==> src/rtl/mmt_pkg.sv <==
package mmt_pkg;
  localparam int REG_W     = 16;
  localparam int BASE_LOG2 = 3;   // finest tick = 8 clocks
  localparam int PSC_W     = 3;
  localparam int NDIV      = 1 << PSC_W;

  typedef enum logic [1:0] {
    SRC_TICK  = 2'd0,
    SRC_GATED = 2'd1,
    SRC_EDGE  = 2'd2,
    SRC_NONE  = 2'd3
  } src_e;

  typedef enum logic [1:0] {
    ROLE_COUNT   = 2'd0,
    ROLE_CAPTURE = 2'd1,
    ROLE_RELOAD  = 2'd2,
    ROLE_NONE    = 2'd3
  } role_e;

  typedef struct packed {
    logic [1:0]       trig;
    role_e            role;
    logic             run;
    logic             xdir_en;
    logic             dir_dn;
    logic             gate_hi;
    logic [1:0]       edge_msk;
    src_e             src;
    logic [PSC_W-1:0] psc;
  } tmr_ctrl_t;

  localparam int CTRL_W = $bits(tmr_ctrl_t);
endpackage

==> src/rtl/mmt_sync_edge.sv <==
module mmt_sync_edge #(
  parameter int N = 2
) (
  input  logic         clk_i,
  input  logic         rst_ni,
  input  logic [N-1:0] d_i,
  output logic [N-1:0] lvl_o,
  output logic [N-1:0] rise_o,
  output logic [N-1:0] fall_o
);
  for (genvar g = 0; g < N; g++) begin : g_bit
    logic s1_q, s2_q, s3_q;
    always_ff @(posedge clk_i or negedge rst_ni) begin
      if (!rst_ni) begin
        s1_q <= 1'b0;
        s2_q <= 1'b0;
        s3_q <= 1'b0;
      end else begin
        s1_q <= d_i[g];
        s2_q <= s1_q;
        s3_q <= s2_q;
      end
    end
    assign lvl_o[g]  = s2_q;
    assign rise_o[g] = s2_q & ~s3_q;
    assign fall_o[g] = ~s2_q & s3_q;
  end
endmodule

==> src/rtl/mmt_prescaler.sv <==
module mmt_prescaler
  import mmt_pkg::*;
(
  input  logic            clk_i,
  input  logic            rst_ni,
  output logic [NDIV-1:0] tick_o
);
  localparam int PRE_W = BASE_LOG2 + NDIV - 1;

  logic [PRE_W-1:0] pre_q;

  always_ff @(posedge clk_i or negedge rst_ni) begin
    if (!rst_ni) pre_q <= '0;
    else         pre_q <= pre_q + 1'b1;
  end

  // tick k fires once every 8*2^k clocks
  for (genvar k = 0; k < NDIV; k++) begin : g_tick
    assign tick_o[k] = &pre_q[BASE_LOG2+k-1:0];
  end
endmodule

==> src/rtl/mmt_count_unit.sv <==
module mmt_count_unit
  import mmt_pkg::*;
#(
  parameter int CNT_W = 16
) (
  input  logic [NDIV-1:0]  tick_i,
  input  logic [PSC_W-1:0] psc_i,
  input  src_e             src_i,
  input  logic [1:0]       edge_msk_i,
  input  logic             gate_hi_i,
  input  logic             dir_dn_i,
  input  logic             xdir_en_i,
  input  logic             run_i,
  input  logic             en_i,
  input  logic             pin_lvl_i,
  input  logic             pin_rise_i,
  input  logic             pin_fall_i,
  input  logic             dir_lvl_i,
  input  logic [CNT_W-1:0] cnt_i,
  output logic             step_o,
  output logic             wrap_o,
  output logic [CNT_W-1:0] next_o
);
  logic tick_sel, ev, down;

  assign tick_sel = tick_i[psc_i];

  always_comb begin
    unique case (src_i)
      SRC_TICK:  ev = tick_sel;
      SRC_GATED: ev = tick_sel & (pin_lvl_i == gate_hi_i);
      SRC_EDGE:  ev = (edge_msk_i[0] & pin_rise_i) | (edge_msk_i[1] & pin_fall_i);
      default:   ev = 1'b0;
    endcase
  end

  assign down   = dir_dn_i ^ (xdir_en_i & dir_lvl_i);
  assign step_o = en_i & run_i & ev;
  assign wrap_o = step_o & (down ? (cnt_i == '0) : (&cnt_i));
  assign next_o = down ? cnt_i - 1'b1 : cnt_i + 1'b1;
endmodule

==> src/rtl/mmt_timer.sv <==
module mmt_timer
  import mmt_pkg::*;
#(
  parameter int CNT_W   = 16,  // at most REG_W
  parameter int NUM_AUX = 2,
  parameter int NUM     = NUM_AUX + 1,
  parameter int ADDR_W  = $clog2(2 * NUM + 1)
) (
  input  logic              clk_i,
  input  logic              rst_ni,
  input  logic              we_i,
  input  logic [ADDR_W-1:0] addr_i,
  input  logic [REG_W-1:0]  wdata_i,
  output logic [REG_W-1:0]  rdata_o,
  input  logic              core_pin_i,
  input  logic              core_dir_i,
  input  logic [NUM_AUX-1:0] aux_pin_i,
  input  logic [NUM_AUX-1:0] aux_dir_i,
  output logic              tog_o,
  output logic [NUM-1:0]    irq_o
);
  localparam int FLAG_ADDR = 2 * NUM;
  localparam int TOG_BIT   = 8;

  tmr_ctrl_t        ctrl_q [NUM];
  logic [CNT_W-1:0] cnt_q  [NUM];
  logic [CNT_W-1:0] nxt    [NUM];
  logic [NUM-1:0]   step, wrap, wr_ctrl, wr_cnt, en;
  logic [NUM-1:0]   pin_lvl, pin_rise, pin_fall, dir_lvl;
  logic [NUM-1:0]   flag_q, flag_set, flag_clr;
  logic [NDIV-1:0]  tick;
  logic             tog_q, tog_rise, tog_fall, wr_flag;
  logic [NUM_AUX-1:0] cap_hit, rel_hit, rel_sel, aux_busy;
  logic [CNT_W-1:0] reload_val;
  logic [NUM*CNT_W-1:0] cnt_flat;

  logic [2*NUM-1:0] sy_lvl, sy_rise, sy_fall;

  mmt_sync_edge #(.N(2 * NUM)) u_sync (
    .clk_i  (clk_i),
    .rst_ni (rst_ni),
    .d_i    ({aux_dir_i, core_dir_i, aux_pin_i, core_pin_i}),
    .lvl_o  (sy_lvl),
    .rise_o (sy_rise),
    .fall_o (sy_fall)
  );

  assign pin_lvl  = sy_lvl[NUM-1:0];
  assign pin_rise = sy_rise[NUM-1:0];
  assign pin_fall = sy_fall[NUM-1:0];
  assign dir_lvl  = sy_lvl[2*NUM-1:NUM];

  mmt_prescaler u_pre (
    .clk_i  (clk_i),
    .rst_ni (rst_ni),
    .tick_o (tick)
  );

  assign wr_flag = we_i && (addr_i == ADDR_W'(FLAG_ADDR));

  for (genvar i = 0; i < NUM; i++) begin : g_tmr
    assign wr_ctrl[i] = we_i && (addr_i == ADDR_W'(2 * i));
    assign wr_cnt[i]  = we_i && (addr_i == ADDR_W'(2 * i + 1));
    assign cnt_flat[i*CNT_W +: CNT_W] = cnt_q[i];

    if (i == 0) begin : g_core_en
      assign en[i] = 1'b1;
    end else begin : g_aux_en
      assign en[i] = (ctrl_q[i].role == ROLE_COUNT);
    end

    mmt_count_unit #(.CNT_W(CNT_W)) u_cu (
      .tick_i     (tick),
      .psc_i      (ctrl_q[i].psc),
      .src_i      (ctrl_q[i].src),
      .edge_msk_i (ctrl_q[i].edge_msk),
      .gate_hi_i  (ctrl_q[i].gate_hi),
      .dir_dn_i   (ctrl_q[i].dir_dn),
      .xdir_en_i  (ctrl_q[i].xdir_en),
      .run_i      (ctrl_q[i].run),
      .en_i       (en[i]),
      .pin_lvl_i  (pin_lvl[i]),
      .pin_rise_i (pin_rise[i]),
      .pin_fall_i (pin_fall[i]),
      .dir_lvl_i  (dir_lvl[i]),
      .cnt_i      (cnt_q[i]),
      .step_o     (step[i]),
      .wrap_o     (wrap[i]),
      .next_o     (nxt[i])
    );

    always_ff @(posedge clk_i or negedge rst_ni) begin
      if (!rst_ni)         ctrl_q[i] <= '0;
      else if (wr_ctrl[i]) ctrl_q[i] <= tmr_ctrl_t'(wdata_i[CTRL_W-1:0]);
    end
  end

  // toggle flip direction of this cycle's wrap
  assign tog_rise = wrap[0] & ~tog_q;
  assign tog_fall = wrap[0] & tog_q;

  for (genvar k = 0; k < NUM_AUX; k++) begin : g_aux
    localparam int I = k + 1;
    assign aux_busy[k] = (ctrl_q[I].role == ROLE_CAPTURE) || (ctrl_q[I].role == ROLE_RELOAD);
    assign cap_hit[k]  = (ctrl_q[I].role == ROLE_CAPTURE) &&
                         ((ctrl_q[I].trig[0] & pin_rise[I]) | (ctrl_q[I].trig[1] & pin_fall[I]));
    assign rel_hit[k]  = (ctrl_q[I].role == ROLE_RELOAD) &&
                         ((ctrl_q[I].trig[0] & tog_rise) | (ctrl_q[I].trig[1] & tog_fall));

    always_ff @(posedge clk_i or negedge rst_ni) begin
      if (!rst_ni)        cnt_q[I] <= '0;
      else if (wr_cnt[I]) cnt_q[I] <= wdata_i[CNT_W-1:0];
      else if (cap_hit[k]) cnt_q[I] <= cnt_q[0];
      else if (step[I])   cnt_q[I] <= nxt[I];
    end

    assign flag_set[I] = wrap[I] | cap_hit[k];
  end

  // lowest-index reload source wins
  always_comb begin
    logic found;
    found      = 1'b0;
    reload_val = '0;
    for (int k = 0; k < NUM_AUX; k++) begin
      rel_sel[k] = rel_hit[k] & ~found;
      if (rel_sel[k]) reload_val = cnt_q[k+1];
      found = found | rel_hit[k];
    end
  end

  always_ff @(posedge clk_i or negedge rst_ni) begin
    if (!rst_ni)        cnt_q[0] <= '0;
    else if (wr_cnt[0]) cnt_q[0] <= wdata_i[CNT_W-1:0];
    else if (|rel_sel)  cnt_q[0] <= reload_val;
    else if (step[0])   cnt_q[0] <= nxt[0];
  end

  always_ff @(posedge clk_i or negedge rst_ni) begin
    if (!rst_ni)      tog_q <= 1'b0;
    else if (wrap[0]) tog_q <= ~tog_q;
  end

  assign flag_set[0] = wrap[0];
  assign flag_clr    = wr_flag ? wdata_i[NUM-1:0] : '0;

  always_ff @(posedge clk_i or negedge rst_ni) begin
    if (!rst_ni) flag_q <= '0;
    else         flag_q <= (flag_q & ~flag_clr) | flag_set;
  end

  always_comb begin
    rdata_o = '0;
    for (int i = 0; i < NUM; i++) begin
      if (addr_i == ADDR_W'(2 * i))     rdata_o = REG_W'(ctrl_q[i]);
      if (addr_i == ADDR_W'(2 * i + 1)) rdata_o = REG_W'(cnt_flat[i*CNT_W +: CNT_W]);
    end
    if (addr_i == ADDR_W'(FLAG_ADDR)) begin
      rdata_o[NUM-1:0] = flag_q;
      rdata_o[TOG_BIT] = tog_q;
    end
  end

  assign tog_o = tog_q;
  assign irq_o = flag_q;
endmodule

==> config.mk <==
export PLATFORM = sky130hd
export DESIGN_NAME = mmt_timer
export DESIGN_NICKNAME = d
export VERILOG_FILES = /design/src/rtl/mmt_pkg.sv /design/src/rtl/mmt_sync_edge.sv /design/src/rtl/mmt_prescaler.sv /design/src/rtl/mmt_count_unit.sv /design/src/rtl/mmt_timer.sv
export SDC_FILE = /design/constraint.sdc
export NUM_CORES = 1
export LEC_CHECK = 0
export ABC_CLOCK_PERIOD_IN_PS = 4600
export BUFFER_PORTS_ARGS = -buffer_cell sky130_fd_sc_hd__buf_2
export CAP_MARGIN = 15
export CORE_ASPECT_RATIO = 0.9
export CORE_MARGIN = 2
export CORE_UTILIZATION = 29
export CTS_CLUSTER_SIZE = 8
export DETAILED_ROUTE_END_ITERATION = 8
export GPL_TIMING_DRIVEN = 1
export SLEW_MARGIN = 20
export SYNTH_ARGS = -nofsm -noshare
export SYNTH_HDL_FRONTEND = slang
export SYNTH_SLANG_ARGS = --single-unit
==> constraint.sdc <==
create_clock -name clk_i -period 4.6 [get_ports clk_i]
set_input_delay 0 -clock clk_i [delete_from_list [all_inputs] [get_ports clk_i]]
set_output_delay 0 -clock clk_i [all_outputs]
set_load 0.005 [all_outputs]
==> results.md, run 1 <==
- CTS Hold Bufs: 19
- Port Buffers: 47
- Std cell rows: 61
- Grt ovf: 0
- Final setup viols: 0
- DRC Markers: 0
- Worst Tran Pin Value: between 1 and 1.5 ns
- Number of synthesized flops with an enable pin: 0
- Wirelength per Cell: 22.0 um
- Antenna-violating nets left: 0
- Clk Latency, worst-skew pair: 0.44 ns
- Slew HR: between 20% and 30%
- Hold Crit Class: in -> reg
- Hold violation count in the final report: 0
- Vias in the first global route: 8234
- CTS tree: done
- Layout cells sized above 1: between 10% and 20%
- Crit. End Element: flip-flop
- Most frequent cells in the layout: 122 x dfrtp_1, 94 x nand2_1, 77 x a21oi_1
- Fin crit period: 3.52 ns
- Mapped Nets: between 1k and 1.5k
- Clk sinks: roughly 120
- TNS Setup: 0 ns
- Crit path launch type: flip-flop
- Fin nets: 1156
- Worst hold margin: between 0.015 and 0.02 ns
- GP Congestion: 0.934
- Async set-reset flop share out of synthesis: 100%
- Starting DRT DRC Count: ~1.1k
- Pwr/cell area: approximately 700 mW/mm^2
- Largest fanout on the critical path: 15
- Max-cap viol count: 0
- Initial antenna violation count: 0
- DP HPWL: ~24000 um
- GRT Total Usage: about a fifth
- Max Clk Rate: ~280 MHz
- Yosys top cell by area: dfrtp_1
- Clock transition at path regs: about 0.06 ns
- Worst EP arrival: around 3.8 ns
- Die extent in x: between 150 and 200 um
- Leak pwr: 0.00444 uW
- Cell variety after synth: between 70 and 80
- Fin util: around 34%
- Longest Clk Path Bufs: 2
- Fin. max-slew vios: 0
- Area Growth Syn to Fin: 16.2%
- IO Pins: 48
- Unrepaired setup endpoints after global routing: no
- R2R cell count: 11
- Via count: between 8k and 9k
- Commonest non-fill, non-tap cell in the layout: dfrtp_1
- Syn_area_per_cell: 8.98 sq um
- Global-route wire length before repair: around 50000 um
- Vias per inst: ~5.8
- Outcome: complete, no violations
- Fill cells: 3247
- Clock Skew: around 0.011 ns
- Final wirelength: ~33000 um
- Cell Area, Synth: between 0.009 and 0.01 sq mm
- Critical path required time: between 4 and 5 ns
- Yosys Warn Count: 0
- Resize count post-CTS: 0
- Final period util: between 70 and 80%
- Core area: slightly above 0.03 sq mm
- Hold Path Stages: 3
- Largest net degree at the start of global routing: 70
- Share of Yosys cell area claimed by the top area cell type: approximately 33%
- Sequential fraction of the synthesis area: about 33%
- Chip Height: 173 um
- H-tree lvl count: 4
- Cells after Synth: between 1k and 1.5k
- Largest cells by area after synthesis: dfrtp_1 33%, mux2_2 6.5%, ha_1 6.1%
- Critical Setup Path Class: reg -> reg
- Placed insts: ~1.5k
- DRT Pass-1 Iters: 6
- Initial Util: a little under 30%
- Antenna cells: 0
- Postcts setup bufs: 0
- Die footprint: 0.0331 sq mm
- Inserted Clock Buffers: 17
- Finished Layout Cells: 1502
- CTS Root Cell: clkbuf_16
- Seq cells post-synth: between 100 and 150
- Main flop type after synthesis: dfrtp_1
- Peak supply drop: 0.000436 V
## layout make-up
type,instances,area (sq um),share of cell area [%]
tap,409,512,4.80
clock inverter,15,155,1.46
inverter,27,101,0.951
sequential,122,3050,28.7
multi-input combinational,830,5850,54.9
clock buffer,17,425,3.99
timing repair buffer,82,554,5.20
## synthesized netlist by cell type (18+ instances only)
cell	instances
mux2i_1	34
o21ai_0	63
ha_1	45
nor2_1	64
o22ai_1	26
and3_1	18
xnor2_1	27
mux2_2	53
xor2_1	21
a21oi_1	78
clkbuf_1	26
dfrtp_1	122
nand4_1	19
nor3_1	18
nand2_1	94
inv_1	25
## cell families (layout without fill, tap and decap cells)
kind of cell               after synthesis  in the layout  share of synthesized area [%]
and+or+nand+nor                        333            333                           18.8
AOI/OAI and AO/OA                      306            306                           21.1
xor gates and xnor gates                48             48                           4.59
adders and majority gates               48             48                           6.80
muxes                                   95             95                           12.1
DFF                                    122            122                           33.3
buffers and inverters                   69            141                           3.26
## worst paths after layout
| check | startpoint | end | slack, ns |
|---|---|---|---|
| setup reg to reg | ctrl_q[9] | cnt_flat[46] | 1.08 |
| setup / recovery | ctrl_q[9] | cnt_flat[46] | 1.08 |
| hold reg to reg | u_sync.g_bit[2].s1_q | u_sync.g_bit[2].s2_q | 0.35 |
| hold / removal | wdata_i[3] | cnt_flat[19] | 0.02 |
| min in group asynchronous | rst_ni | u_pre.pre_q[0] | 0.14 |
| max in group asynchronous | rst_ni | cnt_flat[44] | 3.24 |
## metal layers
metal | wire [um] | global-route usage, % | vias to the layer above
li1 | - | - | 3982
met1 | 14200 | 27.6 | 4221
met2 | 14000 | 28.7 | 483
met3 | 3120 | 5.44 | 96
met4 | 1660 | 9.90 | 0
met5 | 0 | 0 | -
## worst max-delay path, stage by stage, from the launching register on
cell       delay, ns
dfrtp_1         0.39
nand2_1         0.08
xor2_1          0.33
inv_1           0.36
ha_1            0.45
a2111oi_0       0.58
o21ai_1         0.23
a31oi_1         0.22
a21oi_1         0.13
a2111o_1        0.43
a21oi_1         0.14
nor2_1          0.05
## flip-flops by register name (all words and copies together), names as in the netlist
signal and cells:
cnt_flat 48, ctrl_q 45, irq_o 3, tog_o 1
u_pre.pre_q 10, u_sync.g_bit.s1_q 6, u_sync.g_bit.s2_q 6, u_sync.g_bit.s3_q 3
## where the power goes
part | internal (uW) | total [uW] | leakage [uW] | switching, uW
Combinational | 1690 | 3760 | 0.00269 | 2070
Clock | 764 | 1350 | 0.000279 | 587
Sequential | 1380 | 2210 | 0.00146 | 832
Total | 3830 | 7320 | 0.00444 | 3490
## through the flow
step / total power (uW) / instance area [sq um] / setup WS, ns
floorplan: 4640 / 9170 / 1.31
global placement: 5810 / 9870 / 1.35
detailed placement: 5840 / 9870 / 1.16
CTS: 7230 / 10600 / 1.15
global route: 7800 / 10700 / 0.755
finish: 7320 / 10700 / 1.08
Power figures use the tool's default switching activity.
==> run 2: changes to the inputs <==
ABC_AREA = 1   (was not set)
ABC_CLOCK_PERIOD_IN_PS = 3400   (was 4600)
clock period = 3.4 ns   (was 4.6 ns; I/O delays follow)
==> results.md, run 2 <==
- Wirelength per Cell: 20.0 um (was 22.0 um)
- Fin nets: 1385 (was 1156)
- Portion of netlist area occupied by mux cells: 0% (was 12.1%)
- Hold Crit Class: in -> reg (unchanged)
- Worst r2r src: ctrl_q[23] (was ctrl_q[9])
- Mapped Nets: 1317 (was 1097)
- Clock transition at path regs: 0.06 ns (about the same)
- Placed insts: 1677 (was 1450)
- Antenna-violating nets left: 0 (unchanged)
- Share of Yosys cell area claimed by the top area cell type: 33.9% (was 33.3%)
- Sequential fraction of the synthesis area: 33.9% (was 33.3%)
- Critical R2R Capture: cnt_flat[28] (was cnt_flat[46])
- Largest family of logic cells by synthesized area: simple AND/OR/NAND/NOR gates (was compound AO/OA/AOI/OAI gates)
- Hold violation count in the final report: 0 (unchanged)
- Main flop type after synthesis: dfrtp_1 (unchanged)
- Port Buffers: 47 (unchanged)
- Die footprint: 0.0325 sq mm (was 0.0331 sq mm)
- Initial Util: 29.3% (was 29.6%)
- Worst EP arrival: 3.41 ns (was 3.84 ns)
- Fin util: 34.3% (was 34.4%)
- Vias per inst: 5.47 (was 5.85)
- Slew HR: 38.0% (was 26.0%)
- Initial antenna violation count: 0 (unchanged)
- Async set-reset flop share out of synthesis: 100% (unchanged)
- Longest Clk Path Bufs: 2 (unchanged)
- Largest cells by area after synthesis: dfrtp_1 34%, nand2_1 13%, o21ai_0 6.6% (was dfrtp_1 33%, mux2_2 6.5%, ha_1 6.1%)
- Critical path required time: 3.77 ns (was 4.92 ns)
- Critical Setup Path Class: reg -> reg (unchanged)
- Largest net degree at the start of global routing: 113 (was 70)
- Seq cells post-synth: 122 (unchanged)
- Synth Area in Compound Gates: 20.1% (was 21.1%)
- Max-cap viol count: 0 (unchanged)
- Max Clk Rate: 329 MHz (was 284 MHz)
- Xor and xnor area share after synthesis: 4.38% (was 4.59%)
- Most common cell in the netlist: nand2_1 (was dfrtp_1)
- Cells after Synth: 1241 (was 1021)
- R2R Setup Slk: 0.36 ns (was 1.08 ns)
- Cell Area, Synth: 0.00901 sq mm (was 0.00917 sq mm)
- Yosys top cell by area: dfrtp_1 (unchanged)
- CTS tree: done (unchanged)
- Worst hold path startpoint: wdata_i[0] (was wdata_i[3])
- Peak supply drop: 0.000440 V (was 0.000436 V)
- Final instance area: 0.0106 sq mm (was 0.0107 sq mm)
- DRC Markers: 0 (unchanged)
- Die extent in x: 190 um (was 191 um)
- H-tree lvl count: 4 (unchanged)
- Vias in the first global route: 8671 (was 8234)
- Layout cells sized above 1: 10.3% (was 16.0%)
- Synth cell count leaders: 300 x nand2_1, 139 x inv_1, 122 x dfrtp_1 (was 122 x dfrtp_1, 94 x nand2_1, 78 x a21oi_1)
- IO Pins: 48 (unchanged)
- Placed cell area: 0.00971 sq mm (was 0.00987 sq mm)
- Area Growth Syn to Fin: 17.2% (was 16.2%)
- WHS Endpoint: ctrl_q[0] (was cnt_flat[19])
- Antenna cells: 0 (unchanged)
- Unrepaired setup endpoints after global routing: no (unchanged)
- Final worst slack: 0.361 ns (was 1.08 ns)
- Global-route wire length before repair: 52700 um (was 50400 um)
- Final setup viols: 0 (unchanged)
- Std cell rows: 61 (unchanged)
- GP Congestion: 1.01 (was 0.934)
- DP HPWL: 25300 um (was 23700 um)
- Clk sinks: 122 (unchanged)
- Syn_area_per_cell: 7.26 sq um (was 8.98 sq um)
- Final wirelength: 34600 um (was 33000 um)
- Worst Tran Pin Value: 0.928 ns (was 1.10 ns)
- Clock Skew: 0.0111 ns (was 0.0112 ns)
- Number of synthesized flops with an enable pin: 0 (unchanged)
- Final period util: 89.4% (was 76.5%)
- Clk Latency, worst-skew pair: 0.43 ns (was 0.44 ns)
- Max reg flops: 48 (unchanged)
- Finished Layout Cells: 1731 (was 1502)
- Core area: 0.0308 sq mm (was 0.0310 sq mm)
- Chip Height: 171 um (was 173 um)
- DRT Pass-1 Iters: 6 (unchanged)
- Most frequent cells in the layout: 300 x nand2_1, 136 x inv_1, 122 x dfrtp_1 (was 122 x dfrtp_1, 94 x nand2_1, 77 x a21oi_1)
- Cell variety after synth: 43 (was 75)
- TNS Setup: 0 ns (unchanged)
- Largest fanout on the critical path: 6 (was 15)
- Leak pwr: 0.00499 uW (was 0.00444 uW)
- CTS Root Cell: clkbuf_16 (unchanged)
- Grt ovf: 0 (unchanged)
- Fin crit period: 3.04 ns (was 3.52 ns)
- Crit. End Element: flip-flop (unchanged)
- Outcome: complete, no violations (unchanged)
- Pwr/cell area: 851 mW/mm^2 (was 687 mW/mm^2)
- GRT Total Usage: 21.5% (was 20.0%)
- Worst slack at placement: 0.233 ns (was 1.16 ns)
- Inserted Clock Buffers: 17 (unchanged)
- Yosys Warn Count: 0 (unchanged)
- Via count: 9477 (was 8782)
- Crit path launch type: flip-flop (unchanged)
- R2R cell count: 15 (was 11)
- Synth Area in Adders: 6.92% (was 6.80%)
- Commonest non-fill, non-tap cell in the layout: nand2_1 (was dfrtp_1)
- Starting DRT DRC Count: 1078 (was 1065)
- Simple-Gate Fraction of Synth Area: 26.8% (was 18.8%)
- Fin. max-slew vios: 0 (unchanged)
- Hold Path Stages: 3 (unchanged)
run 2: cell types whose count changed in the layout (fill, tap and decap cells not counted), sizes merged, moves of 14 or more:
cell and delta:
inv +107, o22ai -18, mux2i -34, nand3 +99
nand2 +213, o21ai +44, a21oi +18, and3 -18
o211ai +17, mux2 -54, nand2b -14, or3 -14
run 2: worst max-delay path by stage:
stage | start | end | slack [ns] | cells past startpoint
floorplan | ctrl_q[9] | cnt_flat[45] | 0.78 | 18
global placement | ctrl_q[23] | cnt_flat[28] | 0.31 | 15
detailed placement | ctrl_q[9] | cnt_flat[44] | 0.23 | 18
CTS | ctrl_q[23] | cnt_flat[28] | 0.22 | 15
global route | ctrl_q[23] | cnt_flat[28] | 0.1 | 15
finish | ctrl_q[23] | cnt_flat[28] | 0.36 | 15
run 2: logic make-up (layout without fill, tap and decap cells):
family          count (synthesis)  after routing
buf+inv                       180            261
compound gates                311            311
fa+ha+maj                      48             48
flops                         122            122
xor+xnor                       45             45
simple gates                  535            535
run 2: cell type report:
| type | instances | area (sq um) |
|---|---|---|
| Tap cell | 409 | 512 |
| Multi-Input combinational cell | 939 | 5240 |
| Fill cell | 3245 | 20200 |
| Inverter | 143 | 548 |
| Timing Repair Buffer | 86 | 572 |
| Clock buffer | 19 | 433 |
| Sequential cell | 122 | 3050 |
| Clock inverter | 13 | 193 |
run 2: critical path, cell delays in order (launching register included):
cell and delay (ns):
dfrtp_1 0.41, inv_1 0.12, nand2_1 0.06, nand2_1 0.14, clkinvlp_4 0.17, buf_4 0.19, ha_1 0.33, a21o_1 0.18
a21oi_1 0.26, o21ai_0 0.18, a21boi_0 0.30, o21ai_0 0.15, xor2_1 0.15, o21ai_0 0.14, nand3_1 0.10, nand3_1 0.10
run 2: through the flow:
step	hold WS (ns)	power [uW]
3_5_place_dp	0.109	6810
6_report	0.0497	8980
2_1_floorplan	-0.296	5430
3_3_place_gp	0.110	6780
4_1_cts	0.0387	8820
5_1_grt	0.0993	9570
run 2: timing repair:
action,CTS,global route
endpoints found under the hold margin,125,0
endpoints found under the setup margin,0,3
gates resized for setup,0,3
hold buffers,14,0
buffers inserted,0,8
run 2: power by group:
part / internal [uW] / switching, uW
Sequential: 1840 / 908
Clock: 1230 / 739
Combinational: 1710 / 2550
Total: 4780 / 4190
run 2: routing by layer:
metal / part of all wire, % / global-route usage, % / vias up
met1: 44 / 30.5 / 4500
li1: - / - / 4390
met4: 4.1 / 9.20 / 0
met5: 0 / 0 / -
met2: 41 / 31.1 / 503
met3: 11 / 5.10 / 84
